`src/rtl/spi_varclk_pkg.sv`:
```
package spi_varclk_pkg;

  // Strobes from the control FSM to the datapath, one cycle each.
  typedef struct packed {
    logic clear;    // run is low: drop to the idle state
    logic load;     // word start: capture the configuration and restart
    logic count;    // running, slot not yet complete: bump the counter
    logic advance;  // running, slot complete: tick, next slot, toggle level
  } vclkStrobes_t;

  typedef enum logic {
    VCLK_IDLE = 1'b0,
    VCLK_RUN  = 1'b1
  } vclkState_t;

endpackage

```
`src/rtl/spi_varclk_ctrl.sv`:
```
module spi_varclk_ctrl
  import spi_varclk_pkg::*;
(
  input  logic         clk,
  input  logic         rstN,
  input  logic         run,
  input  logic         wordStart,
  input  logic         slotDone,
  output vclkStrobes_t strb
);

  vclkState_t stateQ, stateD;

  always_comb begin
    stateD = stateQ;
    if (!run)
      stateD = VCLK_IDLE;
    else if (wordStart)
      stateD = VCLK_RUN;
  end

  always_ff @(posedge clk) begin
    if (!rstN)
      stateQ <= VCLK_IDLE;
    else
      stateQ <= stateD;
  end

  logic armed;
  assign armed = run && !wordStart && (stateQ == VCLK_RUN);

  always_comb begin
    strb         = '0;
    strb.clear   = !run;
    strb.load    = run && wordStart;
    strb.count   = armed && !slotDone;
    strb.advance = armed && slotDone;
  end

endmodule

```
`src/rtl/spi_varclk_dp.sv`:
```
module spi_varclk_dp
  import spi_varclk_pkg::*;
#(
  parameter int DIV_W      = 16,
  parameter int PAT_W      = 32,
  parameter bit ENABLE_VAR = 1'b1,
  localparam int IDX_W     = $clog2(PAT_W)
) (
  input  logic               clk,
  input  logic               rstN,
  input  vclkStrobes_t       strb,
  input  logic               cfgVarEn,
  input  logic [2*DIV_W-1:0] cfgClkDiv,
  input  logic [PAT_W-1:0]   cfgPattern,
  output logic               slotDone,
  output logic               halfTick,
  output logic               sclkLevel,
  output logic [IDX_W-1:0]   slotIdx
);

  localparam logic [IDX_W-1:0] LAST_SLOT = IDX_W'(PAT_W - 1);

  // Configuration captured at word start.
  logic [DIV_W-1:0] divPriQ, divAltQ;
  logic [PAT_W-1:0] patQ;
  logic             varQ;

  // Running state.
  logic [DIV_W-1:0] cntQ;
  logic [IDX_W-1:0] idxQ;
  logic             levelQ;

  logic [DIV_W-1:0] curDiv;

  generate
    if (ENABLE_VAR) begin : g_var
      logic useAlt;
      assign useAlt = varQ && patQ[idxQ];
      assign curDiv = useAlt ? divAltQ : divPriQ;
    end else begin : g_fixed
      logic unusedCfg;
      assign unusedCfg = varQ ^ (^patQ) ^ (^divAltQ);
      assign curDiv    = divPriQ;
    end
  endgenerate

  assign slotDone = (cntQ == curDiv);

  always_ff @(posedge clk) begin
    if (!rstN) begin
      divPriQ <= '0;
      divAltQ <= '0;
      patQ    <= '0;
      varQ    <= 1'b0;
    end else if (strb.load) begin
      divPriQ <= cfgClkDiv[DIV_W-1:0];
      divAltQ <= cfgClkDiv[2*DIV_W-1:DIV_W];
      patQ    <= cfgPattern;
      varQ    <= cfgVarEn;
    end
  end

  always_ff @(posedge clk) begin
    if (!rstN || strb.clear || strb.load) begin
      cntQ   <= '0;
      idxQ   <= '0;
      levelQ <= 1'b0;
    end else if (strb.advance) begin
      cntQ   <= '0;
      idxQ   <= (idxQ == LAST_SLOT) ? '0 : idxQ + 1'b1;
      levelQ <= !levelQ;
    end else if (strb.count) begin
      cntQ   <= cntQ + 1'b1;
    end
  end

  assign halfTick  = strb.advance;
  assign sclkLevel = levelQ;
  assign slotIdx   = idxQ;

endmodule

```
`src/rtl/spi_varclk_gen.sv`:
```
module spi_varclk_gen
  import spi_varclk_pkg::*;
#(
  parameter int DIV_W      = 16,
  parameter int PAT_W      = 32,
  parameter bit ENABLE_VAR = 1'b1
) (
  input  logic                      clk,
  input  logic                      rstN,
  input  logic                      run,
  input  logic                      wordStart,
  input  logic                      cfgVarEn,
  input  logic [2*DIV_W-1:0]        cfgClkDiv,
  input  logic [PAT_W-1:0]          cfgPattern,
  output logic                      halfTick,
  output logic                      sclkLevel,
  output logic [$clog2(PAT_W)-1:0]  slotIdx
);

  vclkStrobes_t strb;
  logic         slotDone;

  spi_varclk_ctrl u_ctrl (
    .clk       (clk),
    .rstN      (rstN),
    .run       (run),
    .wordStart (wordStart),
    .slotDone  (slotDone),
    .strb      (strb)
  );

  spi_varclk_dp #(
    .DIV_W      (DIV_W),
    .PAT_W      (PAT_W),
    .ENABLE_VAR (ENABLE_VAR)
  ) u_dp (
    .clk        (clk),
    .rstN       (rstN),
    .strb       (strb),
    .cfgVarEn   (cfgVarEn),
    .cfgClkDiv  (cfgClkDiv),
    .cfgPattern (cfgPattern),
    .slotDone   (slotDone),
    .halfTick   (halfTick),
    .sclkLevel  (sclkLevel),
    .slotIdx    (slotIdx)
  );

endmodule

```
`config.mk`:
```
export PLATFORM = sky130hd
export DESIGN_NAME = spi_varclk_gen
export DESIGN_NICKNAME = d
export VERILOG_FILES = /design/src/rtl/spi_varclk_pkg.sv /design/src/rtl/spi_varclk_ctrl.sv /design/src/rtl/spi_varclk_dp.sv /design/src/rtl/spi_varclk_gen.sv
export SDC_FILE = /design/constraint.sdc
export NUM_CORES = 1
export LEC_CHECK = 0
export BUFFER_PORTS_ARGS = -buffer_cell sky130_fd_sc_hd__buf_2
export CAP_MARGIN = 15
export CELL_PAD_IN_SITES_DETAIL_PLACEMENT = 1
export CELL_PAD_IN_SITES_GLOBAL_PLACEMENT = 2
export CORE_MARGIN = 2
export CORE_UTILIZATION = 35
export CTS_BUF_LIST = sky130_fd_sc_hd__clkbuf_4 sky130_fd_sc_hd__clkbuf_8 sky130_fd_sc_hd__clkbuf_16
export DETAILED_ROUTE_END_ITERATION = 6
export PLACE_DENSITY = 0.82
export SLEW_MARGIN = 30
export SYNTH_ARGS = -nofsm -noshare
export SYNTH_HDL_FRONTEND = slang
export SYNTH_HIERARCHICAL = 1
export SYNTH_SLANG_ARGS = --single-unit
```
`constraint.sdc`:
```
create_clock -name clk -period 5.1 [get_ports clk]
set_input_delay 0.765 -clock clk [delete_from_list [all_inputs] [get_ports clk]]
set_output_delay 0.765 -clock clk [all_outputs]
set_load 0.01 [all_outputs]
```
# [After elaboration in Yosys (flattened, before gate mapping)]
# Index checks and enable logic that the tools add are counted.
[op_classes] mul=0 bitwise_logic=0 div=0 n_addsub=2 mux=4 n_shift=0 n_lt_le_gt_ge=1 eq_ne=2 reduce_logical=15
[ops] operator="$add A16 B1 Y16 const B" count=1
[ops] operator="$eq A16 B16 Y1" count=1
[ops] operator="$mux W16" count=1
[ops] operator="$logic_and A1 B1 Y1" count=6
[ops] operator="$lt A5 B6 Y1 const B" count=1
[ops] operator="$add A5 B1 Y5 const B" count=1
[ops] operator="$bmux W1 S5" count=1
[ops] operator="$eq A5 B5 Y1 const B" count=1
[ops] operator="$logic_not A1 Y1" count=5
[ops] operator="$mux W5" count=1
[ops] operator="$logic_or A1 B1 Y1" count=2
[ops] operator="$reduce_and A2 Y1" count=1
[ops] operator="$reduce_or A2 Y1" count=1
[ops] operator="$mux W1" count=1
[totals] reg_bits=88 latchBits=0 romBits=0 mem_bits_rw=0 out_inout_bits=7 in_bits=69 mem_count=0 elab_cells=32

# [Longest topological paths before layout]
[depth] ltp_word=7 depth_mapped=15 depth_no_buf=14

# [By module]
# The synthesis kept the hierarchy.
[modules_own_cells] mod="spi_varclk_dp" cells_per_inst=401 seq_area_each_um2=1741.7 area_per_inst_um2=4106.4 instances=1
[modules_own_cells] mod="spi_varclk_ctrl" cells_per_inst=6 seq_area_each_um2=20.0 area_per_inst_um2=63.8 instances=1

# [Worst setup path after synthesis]
# No wires, ideal clock.
[synth_path] path_kind="register -> register" startpoint="register u_dp.idxQ[1], in the netlist u_dp/slotIdx[1]" endpoint="register u_dp.cntQ[15]" setup_time_ns=0.122 t_required_ns=4.978 period_less_slack_ns=3.677 stages_incl_launch_ff=16 slack_ns=1.423 n_path_buf=1 t_arrival_ns=3.555 cell_sequence="dfxtp_1 buf_2 mux4_2 a22o_1 a311o_2 nand2_8 mux2i_1 a211oi_2 and4_1 and4bb_1 nand4_1 nor2_1 nand3_1 or3_1 xor2_1 nor2_1"
[synth_lines] element="from (decl)" line_no="spi_varclk_dp.sv:30" source="logic [IDX_W-1:0] idxQ;"
[synth_lines] element="from (signal assigned)" line_no="spi_varclk_dp.sv:70" source="idxQ <= (idxQ == LAST_SLOT) ? '0 : idxQ + 1'b1;"
[synth_lines] element="to (signal assigned)" line_no="spi_varclk_dp.sv:73" source="cntQ <= cntQ + 1'b1;"
[synth_lines] element="to (decl)" line_no="spi_varclk_dp.sv:29" source="logic [DIV_W-1:0] cntQ;"

# [Final worst setup path]
[layout_path] startpoint="register u_dp.idxQ[0], in the netlist u_dp/slotIdx[0]" endpoint="output port halfTick"
[layout_via] elab_chain_cells=6
[layout_lines] element="$bmux W1 S5" line_no="spi_varclk_dp.sv:38" source="assign useAlt = varQ && patQ[idxQ];"
[layout_lines] element="$mux W1 (not written as such)" line_no="spi_varclk_dp.sv:38"
[layout_lines] element="$logic_and A1 B1 Y1" line_no="spi_varclk_dp.sv:38"
[layout_lines] element="$mux W16" line_no="spi_varclk_dp.sv:39" source="assign curDiv = useAlt ? divAltQ : divPriQ;"
[layout_lines] element="$eq A16 B16 Y1" line_no="spi_varclk_dp.sv:47" source="assign slotDone = (cntQ == curDiv);"
[layout_lines] element="net slotDone" line_no="spi_varclk_gen.sv:21" source="logic slotDone;"
[layout_lines] element="$logic_and A1 B1 Y1" line_no="spi_varclk_ctrl.sv:37" source="strb.advance = armed && slotDone;"
[layout_lines] element="to (decl)" line_no="spi_varclk_gen.sv:15" source="output logic halfTick,"
# The timed path passes the listed nets, and every way through them passes these cells. The select of a mux whose other input is x is not followed.

==> reports/summary.txt <==
================================================================================
Period utilisation layout                                                  87.1%
TritonCTS Buffers                                                              9
Critical Path Start                                                 u_dp/slotIdx[0]
Total nets after synthesis                                                   479
N_diodes                                                                       0
Layout Area Growth over Synthesis                                          18.8%
Synth Area in Compound Gates                                               4.20%
Die ar.                                                                12800 um2
Clk Latency, worst-skew pair                                             0.34 ns
Die W                                                                     113 um
Initial standard-cell utilization of the core                              36.2%
Number of global-route vias before repair                                   3184
Netlist Area Pre-Place                                                  4170 um2
Peak per-stage delay on the critical path                                0.66 ns
Startpoint of the worst-slack reg-to-reg timing path                u_dp/slotIdx[0]
Finished Layout Cells                                                        617
LEAKAGE                                                                  1.91 nW
Num Clock Sinks                                                               88
Rows                                                                          39
RSZ-0062 raised after global routing                                          no
Final count of hold timing violations                                          0
Root buffer cell                                                    sky130_fd_sc_hd__clkbuf_16
Via density per instance                                                    4.95
Worst setup SP type                                                     register
TritonCTS clock tree                                                        done
Crit Path Max Fanout                                                          15
Total routing resource utilization after global routing                    15.8%
Routability-driven placement congestion ratio                              0.777
Post-layout nets                                                             541
Sequential element share of the synthesized area                           42.2%
Relative max-transition margin                                             58.7%
Detailed-route DRC error count                                                 8
H-tree depth                                                                   3
Violations in the final reports                                     design-rule violations
Number of antenna violations at the first check in global routing              0
Slowest library cell on the worst path                              sky130_fd_sc_hd__dfxtp_1
Worst IR Drop VDD                                                       0.152 mV
Port-buffer cells                                                             75
Final clock skew                                                      0.00570 ns
Count of warnings emitted by yosys                                             6
Core Area                                                              11500 um2
Multiplexer area fraction after synthesis                                  22.3%
Pin slew with the least headroom to its limit                           0.619 ns
Area of the multi-input gates                                           2270 um2
Final Hold Slack                                                        0.513 ns
Worst EP arrival                                                         3.67 ns
Hold wc startpoint                                                  u_dp/patQ[26]
Total wirelength of the detailed-routed design                           9.77 mm
Time the worst path needs with I/O delays and setup                      4.44 ns
Required @ worst endpoint                                                4.34 ns
Total of hold buffers inserted after clock tree synthesis                      0
# setup viols final                                                            0
Area post-placement                                                     4630 um2
Global-route wire length before repair                                   16.0 mm
Violation count after the first detailed-routing iteration                   135
Area of all placed cells without fillers                                4950 um2
Final standard cell utilization of the core                                43.0%
Global-route congestion overflow total                                         0
Routed wirelength normalized by instance count                           15.8 um
Max capacitance violation total                                                0
Tightest Hold Check Type                                            register to register
Total via count in the routed design                                        3056
Run status                                                          finished with violations
Count of nets left with antenna violations after detail routing                0
Synth Area in Adders                                                      0.900%
Share of synthesized cell area in and, or, nand and nor gates              19.6%
Crit path cell chain                                                mux4_2, a22o_1, a311o_2, nand2_8, mux2i_1, xor2_1, and4_1, and4b_1, buf_2
Setup crit end kind                                                   output pin
Distinct cell type count of the synthesized netlist                           43
Fill cell instance count of the final layout                                1341
Clock transition at the registers of the reported paths                  0.06 ns
Total instance count after detailed placement                                601
HPWL reported at the end of detailed placement                           7.15 mm
Synthesized instance count                                                   407
Top library cells by usage in the layout, fill and taps aside       sky130_fd_sc_hd__dfxtp_1 (88), sky130_fd_sc_hd__mux2i_1 (79), sky130_fd_sc_hd__buf_2 (74)
Combinational family with the most area after synthesis             multiplexers
Number of top-level pins                                                      76
Cell Pwr Density                                                      313 nW/um2
Setup_tns                                                                   0 ns
Die height                                                                113 um
Post-CTS Resized                                                               0
Post-synthesis sequential element count                                       88
Layout cells sized above 1                                                 21.9%
Number of slew-limit violations in the final report                            0
First-pass iteration count of the detailed router                              6
Most common library cell in the layout ignoring fill and taps       sky130_fd_sc_hd__dfxtp_1
Setup fix buffers added after clock tree synthesis                             0
Post-Synthesis Mean Instance Area                                       10.2 um2
Xor and xnor area share after synthesis                                    7.35%
Area used by sequential logic in the layout                             1760 um2
Maximum clock rate                                                       225 MHz
Pin count of the biggest net entering global routing                          68
Largest buffer count on any clock path                                         2
WS Path Type                                                        register to output pin
================================================================================
## cells by family (layout without fill, tap and decap cells)
| family | after synthesis | in the layout |
|---|---|---|
| AND/OR/NAND/NOR | 138 | 138 |
| adder cells (fa/ha/maj) | 3 | 3 |
| AO/OA/AOI/OAI | 23 | 23 |
| multiplexers | 85 | 85 |
| flip-flops | 88 | 88 |
| XOR/XNOR | 35 | 35 |
| buffers and inverters | 35 | 102 |
## power by group
part	switching, mW	internal, mW	leakage [nW]
clock	0.267	0.420	0.155
combinational	0.0596	0.0733	1.04
sequential	0.0168	0.713	0.717
total	0.344	1.21	1.91
## stage by stage
step           setup slack (ns)  power (mW)
2_1_floorplan              1.42       0.830
3_3_place_gp               1.01       0.877
3_5_place_dp              0.822       0.882
4_1_cts                   0.594        1.58
5_1_grt                   0.424        1.62
6_report                  0.660        1.55
## registers in the layout, indices dropped and copies added (netlist names)
register        count
u_dp/varQ           1
u_dp/cntQ          16
u_dp/divAltQ       16
u_ctrl/stateQ       1
u_dp/patQ          32
u_dp/slotIdx        5
u_dp/sclkLevel      1
u_dp/divPriQ       16
## final timing paths
path         cells after the start  slack (ns)             to
max reg2reg                     14        0.82  u_dp/cntQ[15]
max                              9        0.66       halfTick
min reg2reg                      2        0.51  u_dp/patQ[26]
min                              2        0.51  u_dp/patQ[26]
## synth_stat cells, drive strengths merged
cell | n | area [um2]
nor2b | 68 | 425
nor3 | 2 | 10.0
nand3 | 7 | 35.0
and2 | 1 | 7.51
nand3b | 2 | 15.0
a21oi | 4 | 20.0
o211ai | 1 | 7.51
nand2 | 7 | 42.5
mux2i | 79 | 791
xnor2 | 25 | 219
o31a | 1 | 10.0
a22o | 1 | 8.76
nand4 | 8 | 50.1
o211a | 1 | 10.0
and4 | 1 | 8.76
or2 | 1 | 6.26
buf | 9 | 43.8
dfxtp | 88 | 1760
a32o | 1 | 10.0
or3b | 1 | 8.76
clkbuf | 17 | 63.8
a222oi | 2 | 20.0
a22oi | 3 | 22.5
ha | 3 | 37.5
inv | 9 | 33.8
nor4bb | 1 | 10.0
mux4 | 6 | 139
or3 | 4 | 25.0
o221ai | 2 | 17.5
and3 | 5 | 31.3
nand2b | 3 | 18.8
o21ai | 5 | 25.0
xor2 | 10 | 87.6
and4b | 1 | 10.0
a311o | 1 | 11.3
nor3b | 2 | 15.0
nor2 | 23 | 86.3
and4bb | 1 | 12.5
a211oi | 1 | 12.5
## critical path, delay by kind of cell (launching register included)
family                 cells  cell delay (ns)
buffers and inverters      1             0.22
XOR/XNOR                   1             0.17
flip-flops                 1             0.66
AO/OA/AOI/OAI              2             0.66
AND/OR/NAND/NOR            3             0.78
multiplexers               2             0.83
## routing by layer
| layer | routed length, um | GRT usage [%] | vias up | share of wire (%) |
|---|---|---|---|---|
| li1 | - | - | 1523 | - |
| met1 | 4110 | 18.2 | 1472 | 42 |
| met2 | 5120 | 28.3 | 50 | 52 |
| met3 | 382 | 4.71 | 11 | 3.9 |
| met4 | 161 | 4.63 | 0 | 1.6 |
| met5 | 0 | 0 | - | 0 |
## layout make-up
| type | count | share of cell area (%) |
|---|---|---|
| Tap cell | 143 | 3.61 |
| Inverter | 9 | 0.682 |
| Multi-Input combinational cell | 284 | 45.8 |
| Timing Repair Buffer | 77 | 7.93 |
| Sequential cell | 88 | 35.6 |
| Clock buffer | 12 | 5.38 |
| Clock inverter | 4 | 1.04 |
Note: power is estimated with default switching activity, not from simulation.
